<file path="src/rtl/vagu_pkg.sv">
`timescale 1ns/1ps
package vagu_pkg;
  typedef enum logic [1:0] {
    ST_IDLE = 2'd0,
    ST_RUN  = 2'd1,
    ST_WAIT = 2'd2
  } vagu_state_e;
endpackage

</file>
<file path="src/rtl/vagu_addr_gen.sv">
`timescale 1ns/1ps
module vagu_addr_gen #(
  parameter int ADDR_W = 16,
  parameter int MAX_VL = 16,
  localparam int TAG_W = $clog2(MAX_VL)
) (
  input  logic                     clk,
  input  logic                     rst_n,
  input  logic                     start,
  input  logic                     step,
  input  logic                     indexed,
  input  logic [ADDR_W-1:0]        base,
  input  logic [ADDR_W-1:0]        stride,
  input  logic [MAX_VL*ADDR_W-1:0] offsets,
  input  logic [TAG_W-1:0]         elem,
  output logic [ADDR_W-1:0]        addr
);
  logic              indexed_q;
  logic [ADDR_W-1:0] base_q;
  logic [ADDR_W-1:0] stride_q;
  logic [ADDR_W-1:0] acc_q;
  logic [ADDR_W-1:0] off_q [MAX_VL];

  always_ff @(posedge clk) begin
    if (!rst_n) begin
      indexed_q <= 1'b0;
      base_q    <= '0;
      stride_q  <= '0;
      acc_q     <= '0;
      for (int i = 0; i < MAX_VL; i++) off_q[i] <= '0;
    end else if (start) begin
      indexed_q <= indexed;
      base_q    <= base;
      stride_q  <= stride;
      acc_q     <= '0;
      for (int i = 0; i < MAX_VL; i++) off_q[i] <= offsets[i*ADDR_W +: ADDR_W];
    end else if (step) begin
      acc_q <= acc_q + stride_q;
    end
  end

  assign addr = indexed_q ? (base_q + off_q[elem]) : (base_q + acc_q);
endmodule

</file>
<file path="src/rtl/vagu_bank_busy.sv">
`timescale 1ns/1ps
module vagu_bank_busy #(
  parameter int NB  = 4,
  parameter int LAT = 4,
  localparam int CNT_W = (LAT > 1) ? $clog2(LAT) : 1
) (
  input  logic          clk,
  input  logic          rst_n,
  input  logic [NB-1:0] issue_sel,
  output logic [NB-1:0] busy
);
  for (genvar b = 0; b < NB; b++) begin : g_bank
    logic [CNT_W-1:0] cnt_q;

    always_ff @(posedge clk) begin
      if (!rst_n)                cnt_q <= '0;
      else if (issue_sel[b])     cnt_q <= CNT_W'(LAT - 1);
      else if (cnt_q != '0)      cnt_q <= cnt_q - 1'b1;
    end

    assign busy[b] = (cnt_q != '0);


    bank_free_chk: assert property (@(posedge clk) disable iff (!rst_n)
      issue_sel[b] |-> (cnt_q == '0));
  end
endmodule

</file>
<file path="src/rtl/vagu_rsp_merge.sv">
`timescale 1ns/1ps
module vagu_rsp_merge #(
  parameter int NB     = 4,
  parameter int DATA_W = 32,
  parameter int TAG_W  = 4
) (
  input  logic                 clk,
  input  logic                 rst_n,
  input  logic [NB-1:0]        rsp_valid,
  input  logic [NB*DATA_W-1:0] rsp_data,
  input  logic [NB*TAG_W-1:0]  rsp_tag,
  output logic                 wb_valid,
  output logic [TAG_W-1:0]     wb_idx,
  output logic [DATA_W-1:0]    wb_data
);
  logic              any_c;
  logic [DATA_W-1:0] data_c;
  logic [TAG_W-1:0]  tag_c;

  always_comb begin
    any_c  = 1'b0;
    data_c = '0;
    tag_c  = '0;
    for (int b = 0; b < NB; b++) begin
      if (rsp_valid[b]) begin
        any_c  = 1'b1;
        data_c = rsp_data[b*DATA_W +: DATA_W];
        tag_c  = rsp_tag[b*TAG_W +: TAG_W];
      end
    end
  end

  always_ff @(posedge clk) begin
    if (!rst_n) begin
      wb_valid <= 1'b0;
      wb_idx   <= '0;
      wb_data  <= '0;
    end else begin
      wb_valid <= any_c;
      if (any_c) begin
        wb_idx  <= tag_c;
        wb_data <= data_c;
      end
    end
  end


  rsp_onehot_chk: assert property (@(posedge clk) disable iff (!rst_n)
    $onehot0(rsp_valid));

  wb_follow_chk: assert property (@(posedge clk) disable iff (!rst_n)
    (|rsp_valid) |=> wb_valid);
endmodule

</file>
<file path="src/rtl/vec_agu.sv">
`timescale 1ns/1ps
module vec_agu #(
  parameter int NB     = 4,
  parameter int LAT    = 4,
  parameter int ADDR_W = 16,
  parameter int DATA_W = 32,
  parameter int MAX_VL = 16,
  localparam int TAG_W  = $clog2(MAX_VL),
  localparam int LEN_W  = $clog2(MAX_VL + 1),
  localparam int BSEL_W = $clog2(NB),
  localparam int ROW_W  = ADDR_W - BSEL_W
) (
  input  logic                     clk,
  input  logic                     rst_n,
  input  logic                     cmd_valid,
  output logic                     cmd_ready,
  input  logic                     cmd_indexed,
  input  logic                     cmd_store,
  input  logic [ADDR_W-1:0]        cmd_base,
  input  logic [ADDR_W-1:0]        cmd_stride,
  input  logic [LEN_W-1:0]         cmd_len,
  input  logic [MAX_VL*ADDR_W-1:0] idx_vec,
  input  logic                     wd_valid,
  output logic                     wd_ready,
  input  logic [DATA_W-1:0]        wd_data,
  output logic [NB-1:0]            bank_sel,
  output logic                     bus_we,
  output logic [ROW_W-1:0]         bus_row,
  output logic [DATA_W-1:0]        bus_wdata,
  output logic [TAG_W-1:0]         bus_tag,
  input  logic [NB-1:0]            bank_rsp_valid,
  input  logic [NB*DATA_W-1:0]     bank_rsp_data,
  input  logic [NB*TAG_W-1:0]      bank_rsp_tag,
  output logic                     ld_valid,
  output logic [TAG_W-1:0]         ld_idx,
  output logic [DATA_W-1:0]        ld_data,
  output logic                     done
);
  import vagu_pkg::*;

  vagu_state_e       state_q;
  logic [TAG_W-1:0]  elem_q;
  logic [LEN_W-1:0]  len_q;
  logic [LEN_W-1:0]  pend_q;
  logic              store_q;
  logic              done_q;

  logic              accept;
  logic              fire;
  logic              last_elem;
  logic              bank_free;
  logic [ADDR_W-1:0] addr;
  logic [BSEL_W-1:0] bank;
  logic [NB-1:0]     busy;

  assign cmd_ready = (state_q == ST_IDLE);
  assign accept    = cmd_valid && cmd_ready;

  vagu_addr_gen #(.ADDR_W(ADDR_W), .MAX_VL(MAX_VL)) i_addr_gen (
    .clk     (clk),
    .rst_n   (rst_n),
    .start   (accept),
    .step    (fire),
    .indexed (cmd_indexed),
    .base    (cmd_base),
    .stride  (cmd_stride),
    .offsets (idx_vec),
    .elem    (elem_q),
    .addr    (addr)
  );

  assign bank      = addr[BSEL_W-1:0];
  assign bank_free = !busy[bank];
  assign fire      = (state_q == ST_RUN) && bank_free && (!store_q || wd_valid);
  assign wd_ready  = (state_q == ST_RUN) && store_q && bank_free;
  assign last_elem = ({1'b0, elem_q} == (len_q - LEN_W'(1)));

  assign bank_sel  = fire ? (NB'(1) << bank) : '0;
  assign bus_we    = store_q;
  assign bus_row   = addr[ADDR_W-1:BSEL_W];
  assign bus_wdata = wd_data;
  assign bus_tag   = elem_q;

  vagu_bank_busy #(.NB(NB), .LAT(LAT)) i_bank_busy (
    .clk       (clk),
    .rst_n     (rst_n),
    .issue_sel (bank_sel),
    .busy      (busy)
  );

  vagu_rsp_merge #(.NB(NB), .DATA_W(DATA_W), .TAG_W(TAG_W)) i_rsp_merge (
    .clk       (clk),
    .rst_n     (rst_n),
    .rsp_valid (bank_rsp_valid),
    .rsp_data  (bank_rsp_data),
    .rsp_tag   (bank_rsp_tag),
    .wb_valid  (ld_valid),
    .wb_idx    (ld_idx),
    .wb_data   (ld_data)
  );

  always_ff @(posedge clk) begin
    if (!rst_n) begin
      state_q <= ST_IDLE;
      elem_q  <= '0;
      len_q   <= '0;
      store_q <= 1'b0;
      done_q  <= 1'b0;
    end else begin
      done_q <= 1'b0;
      unique case (state_q)
        ST_IDLE: if (accept) begin
          store_q <= cmd_store;
          len_q   <= cmd_len;
          elem_q  <= '0;
          state_q <= (cmd_len == '0) ? ST_WAIT : ST_RUN;
        end
        ST_RUN: if (fire) begin
          elem_q <= elem_q + 1'b1;
          if (last_elem) state_q <= ST_WAIT;
        end
        ST_WAIT: if (pend_q == '0) begin
          done_q  <= 1'b1;
          state_q <= ST_IDLE;
        end
        default: state_q <= ST_IDLE;
      endcase
    end
  end

  always_ff @(posedge clk) begin
    if (!rst_n) pend_q <= '0;
    else        pend_q <= pend_q + LEN_W'(fire && !store_q) - LEN_W'(|bank_rsp_valid);
  end

  assign done = done_q;


  one_req_chk: assert property (@(posedge clk) disable iff (!rst_n)
    $onehot0(bank_sel));

  store_beat_chk: assert property (@(posedge clk) disable iff (!rst_n)
    ((|bank_sel) && bus_we) |-> (wd_valid && wd_ready));

  idle_quiet_chk: assert property (@(posedge clk) disable iff (!rst_n)
    cmd_ready |-> (bank_sel == '0));

  done_pulse_chk: assert property (@(posedge clk) disable iff (!rst_n)
    done |=> !done);

  tag_step_chk: assert property (@(posedge clk) disable iff (!rst_n)
    ((|bank_sel) && !last_elem) |=> (bus_tag == $past(bus_tag) + 1'b1));
endmodule

</file>
<file path="config.mk">
export PLATFORM = sky130hd
export DESIGN_NAME = vec_agu
export DESIGN_NICKNAME = d
export VERILOG_FILES = /design/src/rtl/vagu_pkg.sv /design/src/rtl/vagu_addr_gen.sv /design/src/rtl/vagu_bank_busy.sv /design/src/rtl/vagu_rsp_merge.sv /design/src/rtl/vec_agu.sv
export SDC_FILE = /design/constraint.sdc
export NUM_CORES = 1
export LEC_CHECK = 0
export ABC_CLOCK_PERIOD_IN_PS = 8800
export CAP_MARGIN = 20
export CORE_AREA = 2 2 224 226
export DETAILED_ROUTE_END_ITERATION = 6
export DIE_AREA = 0 0 226 228
export PLACE_DENSITY = 0.7
export SLEW_MARGIN = 15
export SYNTH_ARGS = -nofsm -noshare
export SYNTH_HDL_FRONTEND = slang
export SYNTH_SLANG_ARGS = --single-unit
export TNS_END_PERCENT = 100
</file>
<file path="constraint.sdc">
create_clock -name clk -period 8.8 [get_ports clk]
set_input_delay 0.88 -clock clk [delete_from_list [all_inputs] [get_ports clk]]
set_output_delay 0.88 -clock clk [all_outputs]
set_load 0.01 [all_outputs]
</file>
==> run metrics, run 1 <==
result of the run=finished clean; setup repair after global routing missed its margin=no; transition at the pin with the smallest max-transition slack=1.05 ns; Final Net Count=approximately 2500; aggregate global-route resource usage=0.234; fraction of met1 tracks used by global routing=0.308; synthesized area=18600 sq um; TritonCTS clock tree=done; R2R Path End=pend_q[4]$_SDFF_PN0_; class of the worst hold path=flop to flop; Worst Setup Slack post-DPL=2.45 ns; commonest non-fill, non-tap cell in the layout=clkdlybuf4s50_1; number of port buffers=509; number of antenna violations at the first check in global routing=8; syn_area_per_cell=11.9 sq um; Post-CTS Resized=0; fraction of final layout cells sized beyond drive strength 1=0.0898; clock transition at the registers of the reported paths=around 0.06 ns; reg-to-reg slack, setup=between 3 and 4 ns; Core Region=49300 sq um; max-slew violations=0; Worst-Skew Late Latency=0.58 ns; multiplexer fraction of the synthesized cell area=0.114; pin count of the biggest net entering global routing=135; Adder-Cell Fraction of Synth Area=0.0315; CTS max path bufs=3; Post-DRT Antenna Nets=0; Clock Sinks=about 370; most common flop cell mapped by yosys=edfxtp_1; Placer Congestion=approximately 0.95; peak supply drop=0.154 mV; number of CTS-inserted buffers=42; Routed Wire Length=60900 um; Post-Synth XOR/XNOR Area=0.0160; final setup margin=1.93 ns; total of endpoints with negative setup slack in the final report=0; worst slew margin relative to its limit=0.302; power density of the placed cells=a little under 200 nW/um^2; category of the most critical setup path=flop to output pin; Worst Path Arrival=5.99 ns; portion of the clock cycle consumed by the worst path in the final layout=0.781; DRT Pass-1 Iters=7; HPWL after detailed placement=45300 um; most used routing layer in global routing=met2; warnings from Yosys=0; gr ovfl total=0; #FFs+latches synth=372; element type at the critical path start=flop; Compound-Gate Fraction of Synth Area=0.102; post-route DRC violation count=0; global-route wire length before repair=89000 um; leakage power figure=just under 10 nW; placed cell count=roughly 2600; clock tree skew after final layout=0.0272 ns; MaxCap Viol Count=0; async set or reset register ratio after synthesis=0; post-DR wirelength/cell=22.7 um; destination of the critical timing path=bus_row[12]; sequential share of the synthesized area=0.538; CP Max Fanout=39; leading cell types in the layout, fill and taps excluded=506 x clkdlybuf4s50_1, 256 x edfxtp_1, 166 x and3_1; die outline height=~230 um; Synthesized Nets=approximately 2100; sort of element at the end of the critical path=output pin; layout overhead on the synthesized area=36.6%; number of enable flip-flop cells after synthesis=256; synthesized instance count=1556; First DRT Iteration DRCs=1079; data required time of the worst path=7.92 ns; total I/O pin count=approximately 570; Register-to-Register Path Depth=17; end-of-flow core utilization=0.515; library cell used as clock root buffer=clkbuf_16; number of vias after detailed routing=between 10000 and 15000; Unique masters post-synth=52; final-layout fill cell count=4271; total number of H-tree levels=2; endpoints failing hold=0; setup bufs post-CTS=0; routed via count divided by cell count=5.25; number of global-route vias before repair=14300; Std-Cell Rows=82; Simple-Gate Fraction of Synth Area=0.154; Max Freq=0.145 GHz; post-layout min period=6.87 ns; final instance count without filler cells=2680; Die Span X=226 um; initial core utilization=0.377; overall die area=51500 sq um; met2 Resource Use GR=0.383; setup TNS after final layout=0 ns; GR Layer Usage met3=0.0420; main combinational cell family by area after synthesis=simple AND/OR/NAND/NOR gates; CTS Hold Bufs=0
-- logic make-up after synthesis --
family | after synthesis
simple gates | 526
flops | 372
compound gates | 292
buf+inv | 182
mux | 105
fa+ha+maj | 45
xor+xnor | 34
-- cell type report --
| cell class | instances | area (sq um) | share of cell area |
|---|---|---|---|
| sequential | 372 | 10000 | 0.394 |
| multi-input combinational | 1002 | 7770 | 0.306 |
| timing repair buffer | 523 | 5190 | 0.204 |
| clock buffer | 52 | 1140 | 0.0449 |
| tap | 672 | 841 | 0.0331 |
| clock inverter | 25 | 308 | 0.0121 |
| inverter | 30 | 120 | 0.00473 |
| antenna | 4 | 10.0 | 0.000394 |
-- routing by layer --
layer,part of all wire,wire length [um]
met5,0.00044,27
met1,0.42,25500
met3,0.061,3710
met2,0.49,29700
met4,0.034,2080
-- synth_stat cells, types with 12 or more instances --
| cell | n | area (sq um) |
|---|---|---|
| edfxtp_1 | 256 | 7690 |
| and3_1 | 166 | 1040 |
| and2_1 | 140 | 876 |
| dfxtp_1 | 116 | 2320 |
| nand2_1 | 109 | 409 |
| clkbuf_1 | 102 | 383 |
| mux4_2 | 74 | 1670 |
| a22oi_1 | 71 | 533 |
| a21oi_1 | 63 | 315 |
| o21ai_0 | 62 | 310 |
| nor2_1 | 58 | 218 |
| ha_1 | 42 | 526 |
| a21boi_0 | 41 | 308 |
| buf_4 | 32 | 240 |
| inv_1 | 30 | 113 |
| xnor2_1 | 22 | 193 |
| mux2_2 | 16 | 180 |
| xor2_1 | 12 | 105 |
-- worst max-delay path: stages, from the launching register on --
cell	delay, ns
dfxtp_4	0.86
buf_4	0.55
mux4_2	0.55
mux4_1	0.51
mux2_2	0.29
ha_1	0.34
a211oi_1	0.28
o21bai_1	0.15
a21o_1	0.22
o41ai_2	0.40
or4b_1	0.47
o211ai_1	0.17
clkdlybuf4s50_1	0.59
-- how the worst min path moves through the flow --
stage / startpoint / end / slack, ns / cells after the start
2_1_floorplan: i_addr_gen.acc_q[15]$_SDFFE_PP0P_ / i_addr_gen.acc_q[15]$_SDFFE_PP0P_ / 0.44 / 2
3_3_place_gp: i_addr_gen.acc_q[15]$_SDFFE_PP0P_ / i_addr_gen.acc_q[15]$_SDFFE_PP0P_ / 0.46 / 2
3_5_place_dp: i_addr_gen.acc_q[15]$_SDFFE_PP0P_ / i_addr_gen.acc_q[15]$_SDFFE_PP0P_ / 0.46 / 2
4_1_cts: i_addr_gen.acc_q[15]$_SDFFE_PP0P_ / i_addr_gen.acc_q[15]$_SDFFE_PP0P_ / 0.48 / 2
5_1_grt: i_addr_gen.stride_q[4]$_SDFFE_PN0P_ / i_addr_gen.stride_q[4]$_SDFFE_PN0P_ / 0.50 / 2
6_report: i_addr_gen.acc_q[15]$_SDFFE_PP0P_ / i_addr_gen.acc_q[15]$_SDFFE_PP0P_ / 0.48 / 2
-- flip-flops by register name, summed over array words and instances, names as in the netlist, named ones only --
register,count
i_rsp_merge.wb_idx,4
i_addr_gen.indexed_q,1
i_addr_gen.off_q,256
bus_we,1
i_addr_gen.stride_q,16
bus_tag,4
pend_q,5
i_rsp_merge.wb_data,32
i_addr_gen.base_q,16
len_q,5
done,1
state_q,2
i_rsp_merge.wb_valid,1
i_addr_gen.acc_q,16
i_bank_busy.g_bank.cnt_q,8
-- report_power, final --
part	total (mW)	internal, mW	switching [mW]
Sequential	2.14	2.04	0.0910
Combinational	0.931	0.507	0.424
Clock	1.82	1.08	0.738
-- per-stage QoR --
stage	instance area [sq um]	hold slack (ns)	power [mW]
after floorplan	18600	0.442	2.68
after global placement	23900	0.459	3.07
after detailed placement	23900	0.463	3.11
after CTS	25400	0.477	4.93
after global routing	25400	0.505	5.10
final	25400	0.475	4.88
(Power assumes the default switching activity.)
==> run 2, diff against run 1 <==
ABC_CLOCK_PERIOD_IN_PS = 6400   (was 8800)
CORE_AREA = 2 2 225 227   (was 2 2 224 226)
DIE_AREA = 0 0 227 229   (was 0 0 226 228)
PLACE_DENSITY = 0.67   (was 0.7)
clock period = 6.4 ns   (was 8.8 ns; I/O delays follow)
==> run 2 against run 1 <==
  * Non-clock buffer count grew 15
  * Die area grew 0.88%
  * Utilization is essentially flat
  * Flip-flop and latch count is the same
  * Worst hold slack gained 0.00056 ns
  * Register-to-register slack lost 2.0 ns
==> run metrics, run 2 (synthesis gave the netlist of run 1 again) <==
result of the run=finished clean; data required time of the worst path=5.76 ns; element type at the critical path start=flop; worst slew margin relative to its limit=0.266; Max Freq=0.164 GHz; total number of H-tree levels=2; biggest regs=i_addr_gen.off_q x256, i_rsp_merge.wb_data x32; power density of the placed cells=roughly 260 nW/um^2; reg-to-reg slack, setup=1.46 ns; cell breakdown of the critical path=buf_12, mux4_2, mux4_1, mux2_2, ha_1, a211oi_1, o21bai_1, a21o_1, o41ai_4, or4b_1, o211ai_1, clkdlybuf4s50_1; MaxCap Viol Count=0; total I/O pin count=574; count of cells along the worst hold path=2; number of flip-flops in the largest register=256; die outline height=approximately 230 um; number of global-route vias before repair=between 10000 and 15000; post-DR wirelength/cell=23.3 um; First DRT Iteration DRCs=1123; Die Span X=227 um; overall die area=52000 sq um; leading cell types in the layout, fill and taps excluded=506 x clkdlybuf4s50_1, 256 x edfxtp_1, 166 x and3_1; post-layout min period=6.08 ns; leakage power figure=approximately 10 nW; gr ovfl total=0; CTS max path bufs=3; Placer Congestion=a little under 1; Worst-Skew Late Latency=0.58 ns; CP Max Fanout=37; total of endpoints with negative setup slack in the final report=0; DRT Pass-1 Iters=5; clock transition at the registers of the reported paths=0.06 ns; end-of-flow core utilization=0.515; max-slew violations=0; Routed Wire Length=about 63000 um; worst hold path startpoint=i_addr_gen.acc_q[15]$_SDFFE_PP0P_; peak supply drop=0.178 mV; class of the worst hold path=flop to flop; largest stage delay on the critical path=0.56 ns; setup TNS after final layout=0 ns; transition at the pin with the smallest max-transition slack=approximately 1.1 ns; worst min-delay path endpoint=i_addr_gen.acc_q[15]$_SDFFE_PP0P_; portion of the clock cycle consumed by the worst path in the final layout=0.951; clock tree skew after final layout=0.0205 ns; Final Net Count=2512; number of port buffers=roughly 510; Clock Sinks=372; commonest non-fill, non-tap cell in the layout=clkdlybuf4s50_1; R2R Path End=pend_q[4]$_SDFF_PN0_; largest reg by FF count=i_addr_gen.off_q; slowest stage cell on the critical path=clkdlybuf4s50_1; HPWL after detailed placement=between 40000 and 50000 um; endpoints failing hold=0; layout overhead on the synthesized area=37.6%; number of antenna violations at the first check in global routing=10; library cell used as clock root buffer=clkbuf_16; number of CTS-inserted buffers=44; Std-Cell Rows=82; Post-DRT Antenna Nets=0; post-route DRC violation count=0; number of vias after detailed routing=14200; initial core utilization=0.374; Core Region=49700 sq um; Register-to-Register Path Depth=17; pin count of the biggest net entering global routing=158; aggregate global-route resource usage=0.239; global-route wire length before repair=90900 um; setup repair after global routing missed its margin=no; routed via count divided by cell count=5.26; fraction of final layout cells sized beyond drive strength 1=0.0990; category of the most critical setup path=flop to output pin; Worst Path Arrival=5.44 ns; sort of element at the end of the critical path=output pin; TritonCTS clock tree=done
## run 2: changes by cell type in the layout (fill, tap and decap cells not counted), moves of 3 or more
cell and delta:
clkinv_4 +3, buf_4 +11, inv_6 +3, buf_12 +3
## run 2: area by class of cell
| type | count | area [sq um] |
|---|---|---|
| fill | 4400 | 24100 |
| sequential | 372 | 10000 |
| multi-input combinational | 1002 | 7780 |
| timing repair buffer | 538 | 5350 |
| clock buffer | 50 | 1150 |
| tap | 672 | 841 |
| clock inverter | 29 | 303 |
| inverter | 30 | 120 |
| antenna | 6 | 15.0 |
## run 2: where the power goes
part / internal (mW) / switching, mW
Clock: 1.47 / 1.05
Combinational: 0.718 / 0.608
Sequential: 2.81 / 0.110
## run 2: critical path: cells and delay by family, from the launching register on
kind / cells / cell delay (ns)
AO/OA/AOI/OAI: 5 / 1.26
multiplexers: 3 / 1.35
AND/OR/NAND/NOR: 1 / 0.48
flip-flops: 1 / 0.50
buffers and inverters: 2 / 0.88
adder cells (fa/ha/maj): 1 / 0.35
## run 2: metrics by stage
| step | setup WS, ns | hold WS [ns] | power (mW) | cell area [sq um] | instances |
|---|---|---|---|---|---|
| floorplan | 1.27 | 0.442 | 3.68 | 18600 | 1556 |
| CTS | 0.0771 | 0.479 | 6.82 | 25500 | 2684 |
| global placement | 0.765 | 0.451 | 4.24 | 24000 | 2605 |
| finish | 0.316 | 0.476 | 6.77 | 25600 | 2699 |
| global route | 0.106 | 0.496 | 7.05 | 25600 | 2698 |
| detailed placement | 0.736 | 0.470 | 4.29 | 24000 | 2605 |
## run 2: layer usage
metal	global-route usage	vias to the layer above	wire [um]
met1	0.314	6903	25700
met4	0.0872	8	1850
met2	0.388	557	30700
li1	-	6641	-
met3	0.0523	101	4620
met5	0	-	50
## run 2: worst max path at each step
stage               startpoint                                   end  depth (start not counted)
CTS                       flop                           bus_row[12]                         12
floorplan                rst_n  i_addr_gen.off_q[0][0]$_SDFFCE_PN0P_                          5
global route              flop                           bus_row[12]                         12
global placement          flop                           bus_row[12]                         12
finish                    flop                           bus_row[12]                         12
detailed placement        flop                           bus_row[12]                         12
## run 2: timing repair
action / CTS / global route
gates resized for setup: 0 / 1
hold buffers: 0 / 0
buffers inserted: 0 / 9
endpoints found under the setup margin: 0 / 1
==> run 3, diff against run 2 <==
CAP_MARGIN = 5   (was 20)
CTS_CLUSTER_SIZE = 28   (was default)
==> results of run 3 <==
Final layout, timing and power as in run 2 (identical DEF).
